==> src/rtl/osd_win_pkg.sv <==
package osd_win_pkg;
   localparam int LINE_W         = 9;
   localparam int FIELDS_PER_WIN = 3;

   typedef logic [LINE_W-1:0] line_t;

   typedef struct packed {
      line_t pos;
      line_t first;
      line_t last;
   } win_cfg_t;

   typedef enum logic [1:0] {
      FLD_POS   = 2'd0,
      FLD_FIRST = 2'd1,
      FLD_LAST  = 2'd2
   } win_fld_e;
endpackage

==> src/rtl/osd_win_regs.sv <==
module osd_win_regs
   import osd_win_pkg::*;
#(
   parameter int                  NUM_OVL = 3,
   parameter int                  IDX_W   = 16,
   parameter int                  DATA_W  = 16,
   parameter logic [IDX_W-1:0]    BASE    = 16'h0500
) (
   input  logic                        clk,
   input  logic                        rst_n,
   input  logic                        wr_en,
   input  logic [IDX_W-1:0]            wr_idx,
   input  logic [DATA_W-1:0]           wr_data,
   output win_cfg_t [NUM_OVL-1:0]      cfg
);
   localparam int USED_W = LINE_W;

   if (DATA_W < USED_W) begin : g_bad_data
      $error("osd_win_regs: DATA_W must hold a line value");
   end

   line_t wr_val;
   assign wr_val = wr_data[USED_W-1:0];

   for (genvar n = 0; n < NUM_OVL; n++) begin : g_win
      localparam logic [IDX_W-1:0] IDX_POS   = BASE + IDX_W'(FIELDS_PER_WIN*n + int'(FLD_POS));
      localparam logic [IDX_W-1:0] IDX_FIRST = BASE + IDX_W'(FIELDS_PER_WIN*n + int'(FLD_FIRST));
      localparam logic [IDX_W-1:0] IDX_LAST  = BASE + IDX_W'(FIELDS_PER_WIN*n + int'(FLD_LAST));

      logic hit_pos, hit_first, hit_last;
      assign hit_pos   = wr_en && (wr_idx == IDX_POS);
      assign hit_first = wr_en && (wr_idx == IDX_FIRST);
      assign hit_last  = wr_en && (wr_idx == IDX_LAST);

      win_cfg_t cfg_q;

      always_ff @(posedge clk) begin
         if (!rst_n) begin
            cfg_q <= '0;
         end else begin
            if (hit_pos)   cfg_q.pos   <= wr_val;
            if (hit_first) cfg_q.first <= wr_val;
            if (hit_last)  cfg_q.last  <= wr_val;
         end
      end

      assign cfg[n] = cfg_q;
   end
endmodule

==> src/rtl/osd_line_counter.sv <==
module osd_line_counter
   import osd_win_pkg::*;
(
   input  logic  clk,
   input  logic  rst_n,
   input  logic  line_stb,
   input  logic  frame_stb,
   output line_t line_q,
   output line_t line_nxt,
   output logic  upd
);
   always_comb begin
      if (frame_stb)     line_nxt = '0;
      else if (line_stb) line_nxt = line_q + line_t'(1);
      else               line_nxt = line_q;
   end

   assign upd = frame_stb | line_stb;

   always_ff @(posedge clk) begin
      if (!rst_n) line_q <= '0;
      else        line_q <= line_nxt;
   end
endmodule

==> src/rtl/osd_win_match.sv <==
module osd_win_match
   import osd_win_pkg::*;
(
   input  win_cfg_t cfg,
   input  line_t    line,
   output logic     hit,
   output line_t    addr
);
   logic  enabled;
   logic  past_pos;
   line_t span;
   line_t offset;

   always_comb begin
      enabled  = (cfg.last >= cfg.first);
      span     = cfg.last - cfg.first;
      past_pos = (line >= cfg.pos);
      offset   = line - cfg.pos;
      hit      = enabled && past_pos && (offset <= span);
      addr     = cfg.first + offset;
   end
endmodule

==> src/rtl/osd_win_select.sv <==
module osd_win_select
   import osd_win_pkg::*;
#(
   parameter int NUM_OVL = 3,
   parameter int SEL_W   = 2
) (
   input  logic [NUM_OVL-1:0]  hits,
   input  line_t [NUM_OVL-1:0] addrs,
   output logic                any,
   output logic [SEL_W-1:0]    sel,
   output line_t               addr
);
   always_comb begin
      any  = 1'b0;
      sel  = '0;
      addr = '0;
      for (int n = NUM_OVL - 1; n >= 0; n--) begin
         if (hits[n]) begin
            any  = 1'b1;
            sel  = SEL_W'(n);
            addr = addrs[n];
         end
      end
   end
endmodule

==> src/rtl/osd_line_addr_gen.sv <==
module osd_line_addr_gen
   import osd_win_pkg::*;
#(
   parameter int               NUM_OVL        = 3,
   parameter int               IDX_W          = 16,
   parameter int               DATA_W         = 16,
   parameter logic [IDX_W-1:0] BASE_IDX       = 16'h0500,
   parameter int               MODE_W         = 2,
   parameter logic [MODE_W-1:0] INTERLACE_CODE = 2'b11,
   parameter int               SEL_W          = 2
) (
   input  logic              clk,
   input  logic              rst_n,
   input  logic              wr_en,
   input  logic [IDX_W-1:0]  wr_idx,
   input  logic [DATA_W-1:0] wr_data,
   input  logic              line_stb,
   input  logic              frame_stb,
   input  logic [MODE_W-1:0] drive_mode,
   output logic              ovl_active,
   output logic [SEL_W-1:0]  ovl_index,
   output logic [8:0]        ram_line
);
   localparam int NEED_SEL_W = (NUM_OVL > 1) ? $clog2(NUM_OVL) : 1;

   if (NUM_OVL < 1) begin : g_bad_num
      $error("osd_line_addr_gen: NUM_OVL must be at least 1");
   end
   if (SEL_W < NEED_SEL_W) begin : g_bad_sel
      $error("osd_line_addr_gen: SEL_W too narrow for NUM_OVL");
   end
   if (LINE_W != 9) begin : g_bad_line
      $error("osd_line_addr_gen: ram_line port assumes 9-bit lines");
   end

   win_cfg_t [NUM_OVL-1:0] cfg;
   line_t                  line_q;
   line_t                  line_nxt;
   logic                   upd;
   logic [NUM_OVL-1:0]     hits;
   line_t [NUM_OVL-1:0]    addrs;
   logic                   sel_any;
   logic [SEL_W-1:0]       sel_idx;
   line_t                  sel_addr;
   logic                   interlaced;

   osd_win_regs #(
      .NUM_OVL (NUM_OVL),
      .IDX_W   (IDX_W),
      .DATA_W  (DATA_W),
      .BASE    (BASE_IDX)
   ) u_regs (
      .clk     (clk),
      .rst_n   (rst_n),
      .wr_en   (wr_en),
      .wr_idx  (wr_idx),
      .wr_data (wr_data),
      .cfg     (cfg)
   );

   osd_line_counter u_cnt (
      .clk       (clk),
      .rst_n     (rst_n),
      .line_stb  (line_stb),
      .frame_stb (frame_stb),
      .line_q    (line_q),
      .line_nxt  (line_nxt),
      .upd       (upd)
   );

   for (genvar n = 0; n < NUM_OVL; n++) begin : g_match
      osd_win_match u_match (
         .cfg  (cfg[n]),
         .line (line_nxt),
         .hit  (hits[n]),
         .addr (addrs[n])
      );
   end

   osd_win_select #(
      .NUM_OVL (NUM_OVL),
      .SEL_W   (SEL_W)
   ) u_sel (
      .hits  (hits),
      .addrs (addrs),
      .any   (sel_any),
      .sel   (sel_idx),
      .addr  (sel_addr)
   );

   assign interlaced = (drive_mode == INTERLACE_CODE);

   always_ff @(posedge clk) begin
      if (!rst_n || interlaced) begin
         ovl_active <= 1'b0;
         ovl_index  <= '0;
         ram_line   <= '0;
      end else if (upd) begin
         ovl_active <= sel_any;
         ovl_index  <= sel_any ? sel_idx : '0;
         ram_line   <= sel_any ? sel_addr : '0;
      end
   end
endmodule

==> config.mk <==
export PLATFORM = sky130hd
export DESIGN_NAME = osd_line_addr_gen
export DESIGN_NICKNAME = d
export VERILOG_FILES = /design/src/rtl/osd_win_pkg.sv /design/src/rtl/osd_win_regs.sv /design/src/rtl/osd_line_counter.sv /design/src/rtl/osd_win_match.sv /design/src/rtl/osd_win_select.sv /design/src/rtl/osd_line_addr_gen.sv
export SDC_FILE = /design/constraint.sdc
export NUM_CORES = 1
export LEC_CHECK = 0
export BUFFER_PORTS_ARGS = -buffer_cell sky130_fd_sc_hd__buf_2
export CORE_AREA = 4 4 121 123
export DETAILED_ROUTE_END_ITERATION = 6
export DIE_AREA = 0 0 125 127
export HOLD_SLACK_MARGIN = 0.1
export PLACE_DENSITY = 0.85
export SKIP_LAST_GASP = 1
export SYNTH_ARGS = -nofsm -noshare
export SYNTH_HDL_FRONTEND = slang
export SYNTH_SLANG_ARGS = --single-unit
export TNS_END_PERCENT = 10
==> constraint.sdc <==
create_clock -name clk -period 5.48 [get_ports clk]
set_input_delay 0.548 -clock clk [delete_from_list [all_inputs] [get_ports clk]]
set_output_delay 0.548 -clock clk [all_outputs]
set_load 0.005 [all_outputs]
==> After elaboration in Yosys (flattened, before gate mapping) <==
Index checks and enable logic that the tools add are counted.
Widths: inputs -> output; s select.
{ "totals": {"out_inout_bits": 12, "word_cells": 73, "regBits": 102, "input_bits": 39} }
{ "classes": {"n_mux": 13, "bitwise_logic": 1, "reduce_logical": 17, "addsub": 10, "magnitude_cmp": 9, "n_eq_ne": 10} }
{ "op_table": {"columns": ["operator", "n"], "rows": [
  ["$eq 16x11->1 const B", 9],
  ["$ge 9x9->1", 6],
  ["$mux 9", 6],
  ["$sub 9x9->9", 6],
  ["$add 9x9->9", 3],
  ["$le 9x9->1", 3],
  ["$logic_and 1x1->1", 15],
  ["$add 9x1->9 const B", 1],
  ["$mux 2", 4],
  ["$mux 1", 3],
  ["$eq 2x2->1 const B", 1],
  ["$logic_not 1->1", 1],
  ["$logic_or 1x1->1", 1],
  ["$or 1x1->1", 1]
]} }

==> Depth between registers and ports, before layout <==
{ "depth": {"word_depth": 10, "depth_mapped": 21} }

==> By module <==
From an unflattened synthesis, not the netlist that was laid out.
{ "unflattened": {"cells_unflattened": 945, "area_unflattened_um2": 8076.5} }
{ "modules_own_cells": {"columns": ["module", "area_each_um2", "cells_per_inst", "instances"], "rows": [
  ["osd_win_regs", 3022.9, 293, 1],
  ["osd_win_match (g_match[1].u_match)", 1296.2, 172, 1],
  ["osd_win_match (g_match[0].u_match)", 1270.0, 163, 1],
  ["osd_win_match (g_match[2].u_match)", 1267.5, 168, 1],
  ["osd_line_addr_gen", 493.0, 52, 1],
  ["osd_line_counter", 459.2, 53, 1],
  ["osd_win_select", 267.8, 44, 1]
]} }

==> Least setup slack after synthesis <==
Ideal clock, no wire load.
{ "synth_path": {"path_kind": "input -> register", "from": "in frame_stb", "to": "reg ram_line[7]", "setup_ns": 0.117, "setup_slack_ns": 0.946, "n_path_buf": 3, "arrival_time_ns": 4.417, "path_stages": 20, "path_cell_list": "clkbuf_1 -> clkbuf_1 -> nor2_1 -> ha_1 -> nor2b_1 -> o31a_1 -> nor4_1 -> nor2_1 -> a21oi_1 -> xnor2_1 -> ha_1 -> o21ai_0 -> nor2_1 -> a2111o_1 -> a22oi_1 -> nand2_1 -> buf_2 -> nand3_1 -> o211ai_1 -> a32o_1"} }
{ "synth_between": {"elab_chain_cells": 8, "elab_cells_between_ends": 27, "cone_classes": "add/sub: 6; order compare: 6; mux: 8; bitwise: 1; reduce/logical: 6"} }
{ "synth_lines": {"columns": ["element", "line_no", "rtl"], "rows": [
  ["start: declaration", "osd_line_addr_gen.sv:18", "input logic frame_stb,"],
  ["$mux 9 (*)", "osd_line_counter.sv:13", "if (frame_stb) line_nxt = '0;"],
  ["via g_match[0].u_match.line[1]", "osd_win_match.sv:5", "input line_t line,"],
  ["$sub 9x9->9 or $ge 9x9->1 (tied branches)", "osd_win_match.sv:18, osd_win_match.sv:17", null],
  ["$le 9x9->1 or $logic_and 1x1->1 (tied branches)", "osd_win_match.sv:19", "hit = enabled && past_pos && (offset <= span);"],
  ["$logic_and 1x1->1", "osd_win_match.sv:19", null],
  ["$mux 9 or $mux 1 (tied branches) (3 in series)", "osd_win_select.sv:18", "if (hits[n]) begin"],
  ["$mux 9 (*)", "osd_line_addr_gen.sv:101", "ram_line <= sel_any ? sel_addr : '0;"],
  ["end signal: assignment", "osd_line_addr_gen.sv:101", null],
  ["end: declaration", "osd_line_addr_gen.sv:22", "output logic [8:0] ram_line"]
]} }
Mark *: on every way through the listed nets, which the timed path passes. The rest lies on a longest branch.
A chain may end at the register's enable or synchronous reset.

==> Worst setup path after layout <==
{ "layout_path": {"from": "reg u_cnt.line_q[0]", "to": "reg ram_line[1]"} }
{ "layout_between": {"elab_chain_cells": 10, "elab_cells_between_ends": 28, "cone_classes": "add/sub: 7; order compare: 6; mux: 9; reduce/logical: 6"} }
{ "layout_lines": {"columns": ["element", "line_no", "rtl"], "rows": [
  ["start: declaration", "osd_line_counter.sv:8", "output line_t line_q,"],
  ["start signal: assignment", "osd_line_counter.sv:22", "else line_q <= line_nxt;"],
  ["$add 9x1->9 (*)", "osd_line_counter.sv:14", "else if (line_stb) line_nxt = line_q + line_t'(1);"],
  ["$mux 9 (*)", "osd_line_counter.sv:14", null],
  ["$mux 9 (*)", "osd_line_counter.sv:13", null],
  ["via g_match[0].u_match.line[1]", "osd_win_match.sv:5", null],
  ["$sub 9x9->9 or $ge 9x9->1 (tied branches)", "osd_win_match.sv:18, osd_win_match.sv:17", null],
  ["$le 9x9->1 or $logic_and 1x1->1 (tied branches)", "osd_win_match.sv:19", null],
  ["$logic_and 1x1->1", "osd_win_match.sv:19", null],
  ["$mux 9 or $mux 1 (tied branches) (3 in series)", "osd_win_select.sv:18", null],
  ["$mux 9 (*)", "osd_line_addr_gen.sv:101", null]
]} }
Marked as above.

==> impl_metrics.ini <==
[logic_synthesis]
ys_async_sr_fraction = 0
syn_inst = 962
ys_warn_count = 0
ys.flop_type = dfxtp_1
ys_top_cells_by_area = dfxtp_1 25%, ha_1 17%, mux2i_1 11%
synth_nets = 1116
ys_ff_latch = 102
synth_edf_count = 0
synth_cell_type_count = 69
synth_area_sq_mm = 0.00803
yosysSeqAreaShare = 0.254
syn-mean-instance-area_sq_um = 8.34
synth.top_cell.area_share = 0.254
yosysMostFrequentCell = nor2_1
synth_area_leader_cell = dfxtp_1
synth_common_cells = 135 x nor2_1, 106 x ha_1, 102 x dfxtp_1

[grt]
grt_usage = 0.256
grt.overflow.total = 0
antenna_found_initial = 0
grt_max_degree = 91
grt_pass1_wl_mm = 33.1
grt_pass1_vias = 6771

[drt]
num_vias = 6900
drtIter0Drc = 486
ant_nets = 0
drt_wl_total_mm = 20.2
post_drt_wl_per_cell_um = 17.2
drc = 0
firstDrtPassIters = 5
via_per_inst = 5.89

[clock_network]
cts_root_buf = clkbuf_16
cts_tree = yes
clk_pin_slew_ns = 0.07
cts_resized = 0
clock_latency_ns = 0.36
holdBufCountCts = 0
cts_buffers = 9
cts_sinks = 102
cts_buffer_depth = 2
htree_levels = 3
cts_setup_buffers = 0

[setup_path]
path_common_cell = ha_1
worstPathMaxFanout = 13
worstPathRequired_ns = 5.79
arrival_ns = 5.27
cp_top_family = compound AO/OA/AOI/OAI gates
cp_slowest_cell = mux2_2
startpoint_type = flip-flop
crit_type = flip-flop to flip-flop
end_kind = flip-flop
path_cells = ha_1, mux2i_1, nor2_2, ha_1, nor2b_1, o31a_1, nor4_1, nor2_1, a21oi_1, xnor2_1, ha_1, o21ai_0, nor2_1, a2111o_1, a22oi_1, nand2_1, mux2_2, mux2i_1, a22o_1
rrSetupSlack_ns = 0.52
worst-path-buf-inv = 0
slowest_delay_ns = 0.40

[place]
dp.final_hpwl_mm = 15.0
place_congestion = 0.904
dpl_cell_area_sq_mm = 0.00836
numPortBuffers = 43
pre_cts_slack_ns = 0.217

[flow_run]
cap_violations = 0

[layout]
antenna_cells = 0
final_cell_area_sq_mm = 0.00869
fill_cells = 1141
seq_area_sq_mm = 0.00204
areaGrowthSynthToFinish_pct = 8.26
multi_input_area_sq_mm = 0.00550
fin_nets = 1141
drive_gt1_frac = 0.0877

[power_and_ir_drop]
powerDensity_mw_per_mm2 = 186
p_leak_nw = 3.84
p_total_mw = 1.61
ir_drop_mv = 0.170

[floorplan]
initial_core_util = 0.587
num_rows = 43
dieArea_sq_mm = 0.0159
die_x_um = 125
core_sq_mm = 0.0137
io-pin-count = 51
die_y_um = 127

[sta]
final_hold_viol_count = 0
fmax_mhz = 202
relSlewSlack = 0.354
period_needed_ns = 4.96
fin_setup_tns_ns = 0
fin_worst_skew_ns = 0.00945
tightest_slew_ns = 0.969
finalCritPeriodShare = 0.905
rsz0062_at_grt = no
slew_violations = 0
setup_viol = 0
fin_ws_ns = 0.520

[run_status]
outcome = finished, final reports clean

[hold_path]
hold_class = flip-flop to flip-flop
power breakdown:
part / leakage [nW] / total, mW / internal [mW] / switching (mW)
Combinational: 2.86 / 0.151 / 0.0522 / 0.0992
Clock: 0.153 / 0.712 / 0.405 / 0.307
Sequential: 0.822 / 0.748 / 0.745 / 0.00303
Total: 3.84 / 1.61 / 1.20 / 0.409
per-layer routing:
metal | global-route usage | vias to the layer above | wire, um
met3 | 0.0322 | 59 | 1370
met4 | 0.119 | 0 | 821
met1 | 0.320 | 3214 | 8420
li1 | - | 3403 | -
met5 | 0 | - | 0
met2 | 0.443 | 224 | 9590
flip-flops by register name, indices dropped and copies added, names as in the netlist:
register      flops
ram_line          9
u_regs.cfg       81
ovl_active        1
u_cnt.line_q      9
ovl_index         2
logic make-up (layout without fill, tap and decap cells):
| family | after synthesis | in the layout | share of synthesized area |
|---|---|---|---|
| AND/OR/NAND/NOR | 288 | 288 | 0.174 |
| AO/OA/AOI/OAI | 178 | 178 | 0.143 |
| multiplexers | 87 | 87 | 0.109 |
| adder cells (fa/ha/maj) | 115 | 115 | 0.188 |
| buffers and inverters | 127 | 157 | 0.0617 |
| flip-flops | 102 | 102 | 0.254 |
| XOR/XNOR | 65 | 65 | 0.0709 |
tightest hold or removal path, cell delays in order, from the launching register on:
cell and delay (ns):
dfxtp_1 0.31, nand2_1 0.05, a21oi_1 0.05
layout by cell type (no fill, tap or decap), types with 5 or more instances in the layout:
master,synthesis,final
nand2_1,30,30
o211ai_1,8,8
buf_2,3,43
fa_1,9,9
xor2_1,26,26
and3_1,5,5
a21o_1,12,12
nor2b_1,14,14
nand3_1,20,20
mux2i_1,86,86
nor2_1,135,134
dfxtp_1,102,102
o21ai_0,36,36
ha_1,106,106
inv_1,92,92
nor3_1,22,22
xnor2_1,39,39
clkbuf_16,0,9
o21bai_1,8,8
or3_1,8,8
o21a_1,14,14
nand4_1,17,17
a21oi_1,59,59
nand2b_1,12,12
area by class of cell:
class / count / share of cell area
inverters: 94 / 0.0406
clock inverters: 7 / 0.0117
flip-flops and latches: 102 / 0.235
repair buffers: 47 / 0.0282
well taps: 180 / 0.0259
clock buffers: 9 / 0.0259
multi-input cells: 733 / 0.633
through the flow:
step | hold WS, ns | util | std cells
after floorplan | 0.448 | - | 962
after CTS | 0.454 | 0.636 | 1172
final | 0.453 | 0.636 | 1172
after detailed placement | 0.444 | 0.612 | 1156
after global routing | 0.485 | 0.636 | 1172
after global placement | 0.441 | 0.612 | 1156
worst paths after layout:
path | cells after the start | start | to
worst min-delay path | 2 | ovl_index[1]$_SDFFE_PP0P_ | ovl_index[1]$_SDFFE_PP0P_
worst max-delay path | 19 | u_cnt.line_q[0]$_SDFF_PN0_ | ram_line[1]$_SDFFE_PP0P_
worst max register to register | 19 | u_cnt.line_q[0]$_SDFF_PN0_ | ram_line[1]$_SDFFE_PP0P_
worst min register to register | 2 | ovl_index[1]$_SDFFE_PP0P_ | ovl_index[1]$_SDFFE_PP0P_
(Power assumes the default switching activity.)
